--- src/rtl/sw_ctrl_pkg.sv ---
package sw_ctrl_pkg;
  localparam int unsigned SW_DEFAULT_CHANNELS = 16;
  typedef enum logic {CH_OFF = 1'b0, CH_ON = 1'b1} ch_state_e;
endpackage

--- src/rtl/sw_shift_chain.sv ---
module sw_shift_chain #(
  parameter int unsigned STAGES = sw_ctrl_pkg::SW_DEFAULT_CHANNELS
) (
  input  logic              clk_i,
  input  logic              clr_i,
  input  logic              shift_en_i,
  input  logic              din_i,
  output logic [STAGES-1:0] stage_q,
  output logic [STAGES-1:0] stage_d
);
  localparam int unsigned LAST = STAGES - 1;

  for (genvar s = 0; s < STAGES; s++) begin : g_stage
    logic feed;
    if (s == 0) begin : g_head
      assign feed = din_i;
    end else begin : g_body
      assign feed = stage_q[s-1];
    end
    assign stage_d[s] = shift_en_i ? feed : stage_q[s];
  end

  always_ff @(posedge clk_i or posedge clr_i) begin
    if (clr_i) stage_q <= '0;
    else       stage_q <= stage_d;
  end

  // the chain moves one stage under the strobe
  p_advance_r2: assert property (@(posedge clk_i) disable iff (clr_i)
    shift_en_i |=> (stage_q[0] == $past(din_i)) &&
                   (stage_q[LAST:1] == $past(stage_q[LAST-1:0])));

  // with no strobe the chain keeps its contents
  p_idle_r2: assert property (@(posedge clk_i) disable iff (clr_i)
    !shift_en_i |=> $stable(stage_q));
endmodule

--- src/rtl/sw_hold_stage.sv ---
module sw_hold_stage #(
  parameter int unsigned WIDTH = sw_ctrl_pkg::SW_DEFAULT_CHANNELS
) (
  input  logic             clk_i,
  input  logic             clr_i,
  input  logic             le_n_i,
  input  logic [WIDTH-1:0] next_i,
  output logic [WIDTH-1:0] hold_q
);
  for (genvar c = 0; c < WIDTH; c++) begin : g_cell
    always_ff @(posedge clk_i or posedge clr_i) begin
      if (clr_i)        hold_q[c] <= sw_ctrl_pkg::CH_OFF;
      else if (!le_n_i) hold_q[c] <= next_i[c];
    end
  end

  // enable high freezes the outputs
  p_freeze_r6: assert property (@(posedge clk_i) disable iff (clr_i)
    le_n_i |=> $stable(hold_q));
endmodule

--- src/rtl/serial_switch_ctrl.sv ---
module serial_switch_ctrl #(
  parameter int unsigned CHANNELS = sw_ctrl_pkg::SW_DEFAULT_CHANNELS
) (
  input  logic                clk_i,
  input  logic                clr_i,
  input  logic                shift_en_i,
  input  logic                din_i,
  input  logic                le_n_i,
  output logic                dout_o,
  output logic [CHANNELS-1:0] chan_o
);
  localparam int unsigned TAIL = CHANNELS - 1;

  logic [CHANNELS-1:0] chain_q;
  logic [CHANNELS-1:0] chain_d;

  sw_shift_chain #(.STAGES(CHANNELS)) u_chain (
    .clk_i      (clk_i),
    .clr_i      (clr_i),
    .shift_en_i (shift_en_i),
    .din_i      (din_i),
    .stage_q    (chain_q),
    .stage_d    (chain_d)
  );

  sw_hold_stage #(.WIDTH(CHANNELS)) u_hold (
    .clk_i  (clk_i),
    .clr_i  (clr_i),
    .le_n_i (le_n_i),
    .next_i (chain_d),
    .hold_q (chan_o)
  );

  assign dout_o = chain_q[TAIL];

  // outputs follow the chain after every edge with the enable low
  p_follow_r5: assert property (@(posedge clk_i) disable iff (clr_i)
    !le_n_i |=> (chan_o == chain_q));

  // clear forces everything off
  p_clear_r1: assert property (@(posedge clk_i)
    clr_i |-> (chan_o == '0) && !dout_o && (chain_q == '0));
endmodule

--- config.mk ---
export PLATFORM = sky130hd
export DESIGN_NAME = serial_switch_ctrl
export DESIGN_NICKNAME = d
export VERILOG_FILES = /design/src/rtl/sw_ctrl_pkg.sv /design/src/rtl/sw_shift_chain.sv /design/src/rtl/sw_hold_stage.sv /design/src/rtl/serial_switch_ctrl.sv
export SDC_FILE = /design/constraint.sdc
export NUM_CORES = 1
export LEC_CHECK = 0
export BUFFER_PORTS_ARGS = -buffer_cell sky130_fd_sc_hd__buf_2
export CORE_MARGIN = 3
export CORE_UTILIZATION = 53
export CTS_BUF_LIST = sky130_fd_sc_hd__clkbuf_16
export DETAILED_ROUTE_END_ITERATION = 7
export PLACE_DENSITY_LB_ADDON = 0.12
export SLEW_MARGIN = 10
export SYNTH_ARGS = -nofsm -noshare
export SYNTH_HDL_FRONTEND = slang
export SYNTH_HIERARCHICAL = 1
export SYNTH_SLANG_ARGS = --single-unit
--- constraint.sdc ---
create_clock -name clk_i -period 1.31 [get_ports clk_i]
set_input_delay 0.393 -clock clk_i [delete_from_list [all_inputs] [get_ports clk_i]]
set_output_delay 0.393 -clock clk_i [all_outputs]
set_load 0.01 [all_outputs]
==> metrics <==
Slew @ Worst Pin=0.218 ns; Area contributors post-synth=dfrtp_1 61%, mux2_4 23%, mux2_2 10%; crit start category=flip-flop; Max Cap Violations=0; Critical Path, Cell by Cell=buf_2; met2 WL=933 µm; worst vdd ir=0.00156 V; switching power total=0.953 mW; CTS max path bufs=2; syn nets=75; Syn Inst Count=70; CTS tree=yes; Synth Register Bits=32; RSZ-0062 raised after global routing=false; Post-Route Skew=0.00693 ns; Hold Fails Final Rpt=0; WP data required=0.92 ns; Vias=652; Design Area, Final=1600 µm²; Total GRT Usage=15.0%; top sig layer=met4; yosys warns=6; # diodes=0; DP HPWL=1270 µm; HP Class=in2async; DR WL met3=129 µm; Starting DRT DRC Count=5; PwrDens=2380 nW/µm²; Reg clk slew, reported paths=0.05 ns; placed cell count=119; Worst-Skew Late Latency=0.28 ns; critical path arrival=0.81 ns; TritonCTS Sinks=32; Routed WL=1970 µm; post-synthesis cell type count=6; Worst R2R Setup Slack=0.26 ns; initial antenna violation count=0; top-area cell type share of the netlist area=61.3%; Synth Flop Type=dfrtp_1; DRT antenna net count=0; Cell Area, Synth=1310 µm²; global-route wire length before repair=3310 µm; library cell with the largest summed area after synthesis=dfrtp_1; count leader, synth=dfrtp_1; cell internal pwr=2.86 mW; Die W=55.6 µm; leakage dissipation=0.807 nW; layout cells sized above 1=64.6%; Critical-path top delay cell=dfrtp_1; clock root buffer=clkbuf_16; Final min period=1.20 ns; sequential power share=41.2%; WL met1=848 µm; hold buffer count at CTS=0; GRT overflow=0; slew margin rel.=85.4%; port bufs=21; clock share of power=33.3%; vias in the first global route=694; Crit Path Class=reg2out; largest net degree at the start of global routing=17; Comb pwr share=25.5%; gp weighted congestion=0.661; Rows=17; final-report setup violation count=0; Switching Share=25.0%; Synth-to-Final Area Change=22.7%; CTS buffer count=5; CP Buf/Inv Count=1; routed wire length per instance=15.5 µm; Worst Setup Slack, final=0.108 ns; cell family with most CP delay=flip-flops; synthesized area per cell=18.7 µm²; max incr delay on CP=0.39 ns; CP Capture Type=primary output; CP Max Fanout=2; Post-CTS Setup Repair Bufs=0; EDFF count, synth=0; Synth top cells by count=32 x dfrtp_1, 20 x mux2_4, 12 x mux2_2; area of placed instances=1440 µm²; # resized after CTS=0; # DRC=0; die area=3100 µm²; TritonRoute pass-1 iters=2; Core Util, Final=70.4%; Tcrit/Tclk final=91.7%; Fillers=150; asr flop ratio synth=100%; H-tree depth=2; final-report max-slew violation count=0; sequential area share after synthesis=61.3%; Setup WS pre-CTS=-0.107 ns; Max Freq=832 MHz; Boundary Pins=22; # nets final=103; Die Y=55.6 µm; Initial Util=57.4%; Finished Layout Cells=127; Core Region=2280 µm²; status=complete, no violations; Vias/cell=5.13
sequential cells by signal, indices dropped and copies added, names as in the netlist:
register and count:
u_hold/hold_q 16, u_chain/stage_q 16
cell usage in the layout, fill, tap and decap left out:
master,netlist,routed
clkinv_2,0,1
mux2_2,12,12
buf_4,0,2
mux2_4,20,20
bufinv_16,0,1
clkbuf_16,0,5
buf_12,2,2
inv_1,2,3
buf_2,0,21
dfrtp_1,32,32
power groups by stage:
| stage | combinational [mW] | sequential, mW | clock, mW |
|---|---|---|---|
| 2_1_floorplan | 0.585 | 1.66 | 0 |
| 3_3_place_gp | 0.966 | 1.58 | 0 |
| 3_5_place_dp | 0.983 | 1.59 | 0 |
| 4_1_cts | 0.994 | 1.58 | 1.30 |
| 5_1_grt | 1.04 | 1.64 | 1.35 |
| 6_report | 0.973 | 1.57 | 1.27 |
worst paths after layout:
kind,from,cells after the start,to
min in group clk_i,din_i,2,u_chain/stage_q[0]
min,clr_i,3,u_chain/stage_q[14]
min reg2reg,u_hold/hold_q[13],1,u_hold/hold_q[13]
max reg2reg,u_chain/stage_q[4],2,u_hold/hold_q[5]
max in group asynchronous,clr_i,3,u_hold/hold_q[0]
max,u_hold/hold_q[7],1,chan_o[7]
per-stage QoR:
step | setup TNS (ns) | power, mW | hold slack [ns]
floorplan | -0.0488 | 2.25 | 0.307
global placement | -0.885 | 2.54 | 0.420
detailed placement | -1.06 | 2.57 | 0.420
CTS | 0 | 3.88 | 0.128
global route | 0 | 4.03 | 0.136
finish | 0 | 3.82 | 0.123
cell type report:
| cell class | count | area, µm² | area share (%) |
|---|---|---|---|
| clock buffers | 5 | 125 | 7.81 |
| clock inverters | 3 | 38.8 | 2.42 |
| inverters | 2 | 7.51 | 0.468 |
| multi-input cells | 32 | 435 | 27.2 |
| flip-flops and latches | 32 | 801 | 50.0 |
| well taps | 28 | 35.0 | 2.19 |
| repair buffers | 25 | 160 | 9.99 |
layer usage:
metal  global-route usage (%)  vias up
li1                         -      296
met1                     17.7      331
met2                     21.8       18
met3                     7.42        7
met4                     9.38        0
met5                        0        -
cells by family (layout without fill, tap and decap cells):
group	after synthesis	count (layout)	synth area share, %
buffers and inverters	6	35	5.36
flip-flops	32	32	61.3
multiplexers	32	32	33.3
worst register-to-register path, delay by kind of cell, from the launching register on:
kind	cells	cell delay (ns)
flops	1	0.39
mux	2	0.55
No activity file was read; power rests on OpenSTA's default activity.
